## src/rtl/acc_csr_pkg.sv

```systemverilog
`timescale 1ns/1ps
package acc_csr_pkg;

    localparam int CSR_DW   = 32;
    localparam int CSR_SW   = CSR_DW / 8;
    localparam int WORD_LSB = $clog2(CSR_SW);
    localparam int N_PTR    = 3;

    // command word bit positions
    localparam int CMD_GO = 0;
    localparam int CMD_IE = 1;
    // status word bit positions
    localparam int ST_BUSY  = 0;
    localparam int ST_DONE  = 1;
    localparam int ST_FAULT = 2;

    localparam logic [1:0] RESP_OKAY = 2'b00;

    typedef enum logic [2:0] {
        SEL_CMD  = 3'd0,
        SEL_STAT = 3'd1,
        SEL_SRC  = 3'd2,
        SEL_DST  = 3'd3,
        SEL_LEN  = 3'd4,
        SEL_NONE = 3'd7
    } csr_sel_e;

    typedef struct packed {
        csr_sel_e              sel;
        logic [CSR_DW-1:0]     data;
        logic [CSR_SW-1:0]     strb;
    } wr_req_t;

    function automatic csr_sel_e csr_decode(input logic [31:0] widx);
        case (widx)
            32'd0:   return SEL_CMD;
            32'd1:   return SEL_STAT;
            32'd2:   return SEL_SRC;
            32'd3:   return SEL_DST;
            32'd4:   return SEL_LEN;
            default: return SEL_NONE;
        endcase
    endfunction

    function automatic csr_sel_e ptr_sel(input int idx);
        case (idx)
            0:       return SEL_SRC;
            1:       return SEL_DST;
            default: return SEL_LEN;
        endcase
    endfunction

    function automatic logic [CSR_DW-1:0] merge_bytes(
        input logic [CSR_DW-1:0] old_v,
        input logic [CSR_DW-1:0] new_v,
        input logic [CSR_SW-1:0] strb
    );
        logic [CSR_DW-1:0] r;
        r = old_v;
        for (int b = 0; b < CSR_SW; b++) begin
            if (strb[b]) r[8*b +: 8] = new_v[8*b +: 8];
        end
        return r;
    endfunction

endpackage

```

## src/rtl/acc_csr_wr.sv

```systemverilog
`timescale 1ns/1ps
module acc_csr_wr
    import acc_csr_pkg::*;
(
    input  logic                clk,
    input  logic                rst,
    input  csr_sel_e            aw_sel,
    input  logic                awvalid,
    output logic                awready,
    input  logic [CSR_DW-1:0]   wdata,
    input  logic [CSR_SW-1:0]   wstrb,
    input  logic                wvalid,
    output logic                wready,
    output logic                bvalid,
    input  logic                bready,
    output logic                wr_valid,
    output wr_req_t             wr_req
);

    logic              aw_held;
    logic              w_held;
    csr_sel_e          sel_q;
    logic [CSR_DW-1:0] data_q;
    logic [CSR_SW-1:0] strb_q;
    logic              bvalid_q;
    logic              commit;

    assign awready = !aw_held;
    assign wready  = !w_held;
    assign commit  = aw_held && w_held && !bvalid_q;

    always_ff @(posedge clk) begin
        if (rst) begin
            aw_held  <= 1'b0;
            w_held   <= 1'b0;
            sel_q    <= SEL_NONE;
            data_q   <= '0;
            strb_q   <= '0;
            bvalid_q <= 1'b0;
        end else begin
            if (awvalid && !aw_held) begin
                aw_held <= 1'b1;
                sel_q   <= aw_sel;
            end
            if (wvalid && !w_held) begin
                w_held <= 1'b1;
                data_q <= wdata;
                strb_q <= wstrb;
            end
            if (commit) begin
                aw_held  <= 1'b0;
                w_held   <= 1'b0;
                bvalid_q <= 1'b1;
            end else if (bvalid_q && bready) begin
                bvalid_q <= 1'b0;
            end
        end
    end

    assign bvalid      = bvalid_q;
    assign wr_valid    = commit;
    assign wr_req.sel  = sel_q;
    assign wr_req.data = data_q;
    assign wr_req.strb = strb_q;

endmodule

```

## src/rtl/acc_csr_regs.sv

```systemverilog
`timescale 1ns/1ps
module acc_csr_regs
    import acc_csr_pkg::*;
(
    input  logic                    clk,
    input  logic                    rst,
    input  logic                    wr_valid,
    input  wr_req_t                 wr_req,
    input  csr_sel_e                rd_sel,
    output logic [CSR_DW-1:0]       rd_val,
    input  logic                    busy_i,
    input  logic                    done_i,
    input  logic                    fault_i,
    output logic                    kick_o,
    output logic                    irq_o,
    output logic [CSR_DW-1:0]       ptr_o [N_PTR]
);

    logic              go_q;
    logic              ie_q;
    logic [CSR_DW-1:0] ptr_q [N_PTR];
    logic              cmd_wr;

    assign cmd_wr = wr_valid && (wr_req.sel == SEL_CMD) && wr_req.strb[0];

    always_ff @(posedge clk) begin
        if (rst) begin
            go_q <= 1'b0;
            ie_q <= 1'b0;
        end else begin
            go_q <= cmd_wr && wr_req.data[CMD_GO];
            if (cmd_wr) ie_q <= wr_req.data[CMD_IE];
        end
    end

    always_ff @(posedge clk) begin
        for (int i = 0; i < N_PTR; i++) begin
            if (rst) begin
                ptr_q[i] <= '0;
            end else if (wr_valid && wr_req.sel == ptr_sel(i)) begin
                ptr_q[i] <= merge_bytes(ptr_q[i], wr_req.data, wr_req.strb);
            end
        end
    end

    for (genvar g = 0; g < N_PTR; g++) begin : g_ptr_out
        assign ptr_o[g] = ptr_q[g];
    end

    always_comb begin
        rd_val = '0;
        case (rd_sel)
            SEL_CMD: begin
                rd_val[CMD_GO] = go_q;
                rd_val[CMD_IE] = ie_q;
            end
            SEL_STAT: begin
                rd_val[ST_BUSY]  = busy_i;
                rd_val[ST_DONE]  = done_i;
                rd_val[ST_FAULT] = fault_i;
            end
            default: begin
                for (int i = 0; i < N_PTR; i++) begin
                    if (rd_sel == ptr_sel(i)) rd_val = ptr_q[i];
                end
            end
        endcase
    end

    assign kick_o = go_q;
    assign irq_o  = done_i && ie_q;

endmodule

```

## src/rtl/acc_csr_rd.sv

```systemverilog
`timescale 1ns/1ps
module acc_csr_rd
    import acc_csr_pkg::*;
(
    input  logic                clk,
    input  logic                rst,
    input  logic                arvalid,
    output logic                arready,
    input  logic [CSR_DW-1:0]   rd_val,
    output logic [CSR_DW-1:0]   rdata,
    output logic                rvalid,
    input  logic                rready
);

    logic              rvalid_q;
    logic [CSR_DW-1:0] rdata_q;

    assign arready = !rvalid_q;

    always_ff @(posedge clk) begin
        if (rst) begin
            rvalid_q <= 1'b0;
            rdata_q  <= '0;
        end else if (arvalid && !rvalid_q) begin
            rvalid_q <= 1'b1;
            rdata_q  <= rd_val;
        end else if (rvalid_q && rready) begin
            rvalid_q <= 1'b0;
        end
    end

    assign rvalid = rvalid_q;
    assign rdata  = rdata_q;

endmodule

```

## src/rtl/acc_csr_axil.sv

```systemverilog
`timescale 1ns/1ps
module acc_csr_axil
    import acc_csr_pkg::*;
#(
    parameter int ADDR_W = 8
) (
    input  logic                clk,
    input  logic                rst,
    input  logic [ADDR_W-1:0]   s_awaddr,
    input  logic                s_awvalid,
    output logic                s_awready,
    input  logic [CSR_DW-1:0]   s_wdata,
    input  logic [CSR_SW-1:0]   s_wstrb,
    input  logic                s_wvalid,
    output logic                s_wready,
    output logic [1:0]          s_bresp,
    output logic                s_bvalid,
    input  logic                s_bready,
    input  logic [ADDR_W-1:0]   s_araddr,
    input  logic                s_arvalid,
    output logic                s_arready,
    output logic [CSR_DW-1:0]   s_rdata,
    output logic [1:0]          s_rresp,
    output logic                s_rvalid,
    input  logic                s_rready,
    output logic                kick_o,
    output logic [CSR_DW-1:0]   src_addr_o,
    output logic [CSR_DW-1:0]   dst_addr_o,
    output logic [CSR_DW-1:0]   xfer_len_o,
    input  logic                busy_i,
    input  logic                done_i,
    input  logic                fault_i,
    output logic                irq_o
);

    localparam int WIDX_W = ADDR_W - WORD_LSB;

    csr_sel_e          aw_sel;
    csr_sel_e          ar_sel;
    logic              wr_valid;
    wr_req_t           wr_req;
    logic [CSR_DW-1:0] rd_val;
    logic [CSR_DW-1:0] ptr [N_PTR];
    logic              unused_lo;

    assign unused_lo = ^{s_awaddr[WORD_LSB-1:0], s_araddr[WORD_LSB-1:0]};

    assign aw_sel = csr_decode(32'(s_awaddr[ADDR_W-1 -: WIDX_W]));
    assign ar_sel = csr_decode(32'(s_araddr[ADDR_W-1 -: WIDX_W]));

    acc_csr_wr u_wr (
        .clk      (clk),
        .rst      (rst),
        .aw_sel   (aw_sel),
        .awvalid  (s_awvalid),
        .awready  (s_awready),
        .wdata    (s_wdata),
        .wstrb    (s_wstrb),
        .wvalid   (s_wvalid),
        .wready   (s_wready),
        .bvalid   (s_bvalid),
        .bready   (s_bready),
        .wr_valid (wr_valid),
        .wr_req   (wr_req)
    );

    acc_csr_regs u_regs (
        .clk      (clk),
        .rst      (rst),
        .wr_valid (wr_valid),
        .wr_req   (wr_req),
        .rd_sel   (ar_sel),
        .rd_val   (rd_val),
        .busy_i   (busy_i),
        .done_i   (done_i),
        .fault_i  (fault_i),
        .kick_o   (kick_o),
        .irq_o    (irq_o),
        .ptr_o    (ptr)
    );

    acc_csr_rd u_rd (
        .clk     (clk),
        .rst     (rst),
        .arvalid (s_arvalid),
        .arready (s_arready),
        .rd_val  (rd_val),
        .rdata   (s_rdata),
        .rvalid  (s_rvalid),
        .rready  (s_rready)
    );

    assign s_bresp    = RESP_OKAY;
    assign s_rresp    = RESP_OKAY;
    assign src_addr_o = ptr[0];
    assign dst_addr_o = ptr[1];
    assign xfer_len_o = ptr[2];

endmodule

```

## config.mk

```make
export PLATFORM = sky130hd
export DESIGN_NAME = acc_csr_axil
export DESIGN_NICKNAME = d
export VERILOG_FILES = /design/src/rtl/acc_csr_pkg.sv /design/src/rtl/acc_csr_wr.sv /design/src/rtl/acc_csr_regs.sv /design/src/rtl/acc_csr_rd.sv /design/src/rtl/acc_csr_axil.sv
export SDC_FILE = /design/constraint.sdc
export NUM_CORES = 1
export LEC_CHECK = 0
export ABC_AREA = 1
export BUFFER_PORTS_ARGS = -buffer_cell sky130_fd_sc_hd__clkbuf_2
export CAP_MARGIN = 0
export CORE_MARGIN = 3
export CORE_UTILIZATION = 30
export CTS_CLUSTER_SIZE = 28
export DETAILED_ROUTE_END_ITERATION = 10
export SLEW_MARGIN = 20
export SYNTH_ARGS = -nofsm -noshare
export SYNTH_HDL_FRONTEND = slang
export SYNTH_SLANG_ARGS = --single-unit
```

## constraint.sdc

```tcl
create_clock -name clk -period 4.6 [get_ports clk]
set_clock_uncertainty 0.05 [all_clocks]
set_input_delay 0.92 -clock clk [delete_from_list [all_inputs] [get_ports clk]]
set_output_delay 0.92 -clock clk [all_outputs]
set_load 0.05 [all_outputs]
```

==> flow_metrics.py, run 1 <==
metrics = {
    "outcome": {
        "status": "complete, no violations",
    },
    "timing": {
        "fin_ws_ns": 1.75,
        "setup_viol": 0,
        "maxSlewViolCount": 0,
        "fin_crit_sh": 0.619,
        "setup_tns_ns": 0,
        "max-slew-margin-rel": 0.316,
        "min_period_ns": 2.85,
        "hold_slack_ns": 0.415,
        "hold_violations": 0,
        "worstMarginPinSlew_ns": 1.03,
        "fmax_ghz": 0.351,
        "rsz0062_at_grt": "no",
    },
    "worst_setup_path": {
        "crit_path_end_kind": "flop",
        "start_kind": "input port",
        "critPathRequiredTime_ns": 4.67,
        "worstSetupPathType": "input port to flop",
        "cp_max_fo": 27,
        "worst_ep_arrival_time_ns": 2.92,
    },
    "logic_synthesis": {
        "synthTopCellsByCount": "113 x nor2_1, 96 x edfxtp_1, 92 x nand4_1",
        "yosysMostFrequentCell": "nor2_1",
        "avgSynthCellArea_um2": 9.65,
        "ys_ff_latch": 173,
        "async_flop_share": 0,
        "synth-edff-count": 96,
        "syn-cell-area_mm2": 0.00725,
        "ys.flop_type": "edfxtp_1",
        "synth_top_area_cell": "edfxtp_1",
        "synthCells": 751,
        "yosysWarningCount": 0,
        "synth_seq_area_share": 0.610,
        "synth_area_leaders": "edfxtp_1 40%, dfxtp_1 21%, nand4_1 7.9%, nor2_1 5.9%, a21oi_1 4.8%",
        "ys_types": 26,
        "synth_top_area_frac": 0.398,
    },
    "final_layout": {
        "nets": 986,
        "drive_above_1_share": 0.279,
        "fillers": 2380,
        "diodes": 0,
        "final_area_mm2": 0.00903,
        "synthToLayoutAreaGrowth_pct": 24.6,
        "post-route-util": 0.382,
    },
    "detailed_routing": {
        "drc": 0,
        "num_vias": 6204,
        "drtIter0Drc": 513,
        "drt-total-wl_um": 22200,
        "drt_first_pass_iters": 5,
        "ant_nets": 0,
        "avgRoutedWirePerCell_um": 17.7,
        "via_per_inst": 4.94,
    },
    "global_route": {
        "grt_max_degree": 57,
        "antenna_found_initial": 0,
        "grt_use_total": 0.168,
        "grt_overflow_total": 0,
        "grt_pass1_vias": 5832,
        "grt_pass1_wl_um": 33600,
    },
    "clock_tree": {
        "ctsHtreeMaxLevel": 4,
        "cts_tree": "built",
        "clk_latency_ns": 0.42,
        "cts_buffer_depth": 2,
        "root_buffer": "clkbuf_16",
        "clk_pin_slew_ns": 0.07,
        "cts_setup_buffers": 0,
        "clock_sinks": 173,
        "hold_buffers": 0,
        "cts_inserted_buffers": 17,
        "post_cts_resized": 0,
    },
    "placement": {
        "place_hpwl_um": 15000,
        "numPortBuffers": 192,
        "place.gp.congestion": 0.776,
        "place_ws_ns": 1.27,
        "place_area_mm2": 0.00845,
    },
    "pwr": {
        "vdd_drop_max_v": 0.000227,
        "power_per_cell_area_mw_per_mm2": 394,
        "p_leak_uw": 0.00364,
    },
    "floorplanning": {
        "die_h_um": 161,
        "initial_core_util": 0.307,
        "core_area_mm2": 0.0236,
        "die_w_um": 161,
        "io_pins": 201,
        "dieArea_mm2": 0.0261,
        "num_rows": 56,
    },
    "min_path": {
        "hold_path.class": "flop to flop",
    },
    "run": {
        "drv_cap": 0,
    },
}
[worst max-delay path: stages]
cell and delay, ns:
clkbuf_2 0.31, nor3_1 0.42, nand3_2 0.63, o21ai_0 0.38
buf_4 0.24
[per-stage QoR]
| stage | total power (uW) | std cells |
|---|---|---|
| final | 3560 | 1256 |
| after global routing | 3690 | 1256 |
| after detailed placement | 2170 | 1224 |
| after floorplan | 2030 | 754 |
| after global placement | 2160 | 1224 |
| after CTS | 3590 | 1256 |
[sequential cells by signal, summed over array words and instances, names as in the netlist]
register / cells
u_rd.rdata: 32
u_rd.rvalid: 1
u_regs.ie_q: 1
u_regs.kick_o: 1
u_regs.ptr_q: 96
u_wr.aw_held: 1
u_wr.bvalid: 1
u_wr.data_q: 32
u_wr.sel_q: 3
u_wr.strb_q: 4
u_wr.w_held: 1
[path summary, 6_finish.rpt]
kind         cells past startpoint                                 to  slack (ns)                       start
max                              5  u_regs.ptr_q[0][12]$_SDFFCE_PN0P_        1.75                         rst
min                              2         u_rd.rdata[9]$_SDFFE_PP0P_        0.41  u_rd.rdata[9]$_SDFFE_PP0P_
max reg2reg                      5  u_regs.ptr_q[0][12]$_SDFFCE_PN0P_        2.16   u_wr.aw_held$_SDFFE_PP0P_
min reg2reg                      2         u_rd.rdata[9]$_SDFFE_PP0P_        0.41  u_rd.rdata[9]$_SDFFE_PP0P_
[per-layer routing]
metal	part of all wire	vias to the layer above	global-route usage
li1	-	2974	-
met1	0.44	2941	0.221
met5	0	-	0
met3	0.080	24	0.0449
met2	0.47	265	0.276
met4	0.014	0	0.0461
[power breakdown]
part	internal (uW)	switching, uW
combinational	84.8	326
sequential	1690	31.9
clock	766	662
[area by class of cell]
cell class / count / area [um^2] / share of cell area
clock buffers: 17 / 425 / 0.0471
clock inverters: 15 / 153 / 0.0169
inverters: 55 / 206 / 0.0229
multi-input cells: 461 / 2270 / 0.251
flip-flops and latches: 173 / 4420 / 0.490
well taps: 319 / 399 / 0.0442
repair buffers: 216 / 1150 / 0.128
[cell families (layout without fill, tap and decap cells)]
kind of cell / Yosys count / after routing / synth area share
buf+inv: 120 / 303 / 0.0827
simple gates: 331 / 331 / 0.219
other cells: 1 / 4 / 0.000517
flops: 173 / 173 / 0.610
compound gates: 126 / 126 / 0.0880
[cell usage in the layout (no fill, tap or decap), drive strengths merged]
| master | n |
|---|---|
| nand3b | 1 |
| o211ai | 2 |
| buf | 24 |
| edfxtp | 96 |
| clkinvlp | 1 |
| nor3b | 1 |
| a21oi | 69 |
| clkbuf | 209 |
| o21a | 1 |
| nor2 | 115 |
| conb | 4 |
| inv | 61 |
| nand2 | 73 |
| nand3 | 45 |
| bufinv | 1 |
| nor3 | 3 |
| dfxtp | 77 |
| o21ai | 54 |
| nand4 | 93 |
| clkinv | 7 |
(Power assumes the default switching activity.)
==> run 2, diff against run 1 <==
- clock period: 4.6 -> 2.8 ns (I/O delays scaled with it)
==> run 2 against run 1 <==
Compared with the run above: final cell count increased by 1.4%; power increased by 65%; sequential power increased by 65%; clock power increased by 65%; sequential cell count unchanged.
==> flow_metrics.py, run 2 (synthesis results as in run 1) <==
metrics = {
    "outcome": {
        "status": "complete, no violations",
    },
    "worst_setup_path": {
        "worstSetupPathType": "flop to flop",
        "start_kind": "flop",
        "worst_ep_arrival_time_ns": 2.19,
        "critPathRequiredTime_ns": 2.89,
        "reg2reg_depth": 5,
        "cp_max_fo": 11,
        "crit_path_end_kind": "flop",
    },
    "global_route": {
        "grt_pass1_vias": 6039,
        "grt_use_total": 0.170,
        "grt_pass1_wl_um": 34100,
        "grt_max_degree": 55,
        "grt_overflow_total": 0,
        "antenna_found_initial": 0,
    },
    "timing": {
        "worstMarginPinSlew_ns": 0.589,
        "setup_tns_ns": 0,
        "max-slew-margin-rel": 0.607,
        "min_period_ns": 2.10,
        "maxSlewViolCount": 0,
        "setup_viol": 0,
        "fin_crit_sh": 0.751,
        "hold_violations": 0,
        "fmax_ghz": 0.476,
        "rsz0062_at_grt": "no",
    },
    "clock_tree": {
        "clk_pin_slew_ns": 0.07,
        "clock_sinks": 173,
        "clk_latency_ns": 0.42,
        "cts_tree": "built",
        "hold_buffers": 0,
        "root_buffer": "clkbuf_16",
        "cts_setup_buffers": 0,
        "ctsHtreeMaxLevel": 4,
        "cts_buffer_depth": 2,
        "post_cts_resized": 0,
        "cts_inserted_buffers": 17,
    },
    "floorplanning": {
        "die_w_um": 161,
        "core_area_mm2": 0.0236,
        "initial_core_util": 0.307,
        "dieArea_mm2": 0.0261,
        "io_pins": 201,
        "num_rows": 56,
        "die_h_um": 161,
    },
    "final_layout": {
        "post-route-util": 0.389,
        "drive_above_1_share": 0.290,
        "diodes": 0,
        "fillers": 2369,
        "largest_register_ffs": 96,
        "regMostFlops": "u_regs.ptr_q",
        "nets": 1003,
        "final_cell_mix": "192 x clkbuf_2, 110 x nor2_1, 96 x edfxtp_1",
        "synthToLayoutAreaGrowth_pct": 26.7,
        "final_common_cell": "clkbuf_2",
    },
    "placement": {
        "place_hpwl_um": 15800,
        "place.gp.congestion": 0.820,
        "numPortBuffers": 192,
    },
    "detailed_routing": {
        "drt-total-wl_um": 22400,
        "via_per_inst": 4.90,
        "avgRoutedWirePerCell_um": 17.6,
        "drt_first_pass_iters": 5,
        "ant_nets": 0,
        "num_vias": 6238,
        "drc": 0,
        "drtIter0Drc": 512,
    },
    "pwr": {
        "vdd_drop_max_v": 0.000429,
        "power_per_cell_area_mw_per_mm2": 640,
        "p_leak_uw": 0.00373,
    },
    "run": {
        "drv_cap": 0,
    },
    "min_path": {
        "hold_path.class": "input port to flop",
        "hold_depth": 3,
    },
}
## run 2: cell count changes in the layout (fill, tap and decap cells not counted)
cell,delta
inv_2,-1
clkinvlp_4,+1
buf_12,+2
clkinv_4,-2
clkbuf_8,+2
inv_8,-2
inv_1,+1
inv_4,+1
buf_4,+15
## run 2: power by group
group,total (uW),switching [uW],internal [uW]
Clock,2360,1070,1290
Sequential,2830,53.7,2770
Combinational,695,539,157
Total,5880,1660,4220
## run 2: final cells by class
type,instances,area [um^2],area share
multi-input combinational,461,2270,0.247
clock inverter,13,126,0.0138
clock buffer,19,453,0.0493
sequential,173,4420,0.482
timing repair buffer,233,1310,0.142
tap,319,399,0.0435
inverter,55,206,0.0225
## run 2: final timing paths
kind         slack (ns)                                end                         from
min reg2reg        0.41        u_rd.rdata[13]$_SDFFE_PP0P_  u_rd.rdata[13]$_SDFFE_PP0P_
max                0.70  u_regs.ptr_q[2][30]$_SDFFCE_PN0P_    u_wr.aw_held$_SDFFE_PP0P_
min                0.33           u_wr.w_held$_SDFFE_PP0P_                     s_wvalid
max reg2reg        0.70  u_regs.ptr_q[2][30]$_SDFFCE_PN0P_    u_wr.aw_held$_SDFFE_PP0P_
## run 2: layer usage
metal | global-route usage | vias up | part of all wire
met5 | 0 | - | 0
met4 | 0.0489 | 0 | 0.017
met3 | 0.0382 | 24 | 0.074
met2 | 0.280 | 255 | 0.47
met1 | 0.226 | 2956 | 0.44
li1 | - | 3003 | -
## run 2: worst max-delay path: stages (launching register included)
cell     delay, ns
dfxtp_1       0.37
inv_2         0.07
nor3_4        0.33
nand4_4       0.27
o21ai_0       0.48
buf_4         0.25
## run 2: through the flow
stage	area, um^2	setup WS [ns]	total power, uW	hold WS (ns)	std cells
after floorplan	7260	0.480	3340	0.404	754
after global placement	8610	0.478	3580	0.403	1241
after detailed placement	8610	0.445	3580	0.406	1241
after CTS	9190	0.675	5920	0.309	1273
after global routing	9190	0.507	6070	0.336	1273
final	9190	0.698	5880	0.331	1273
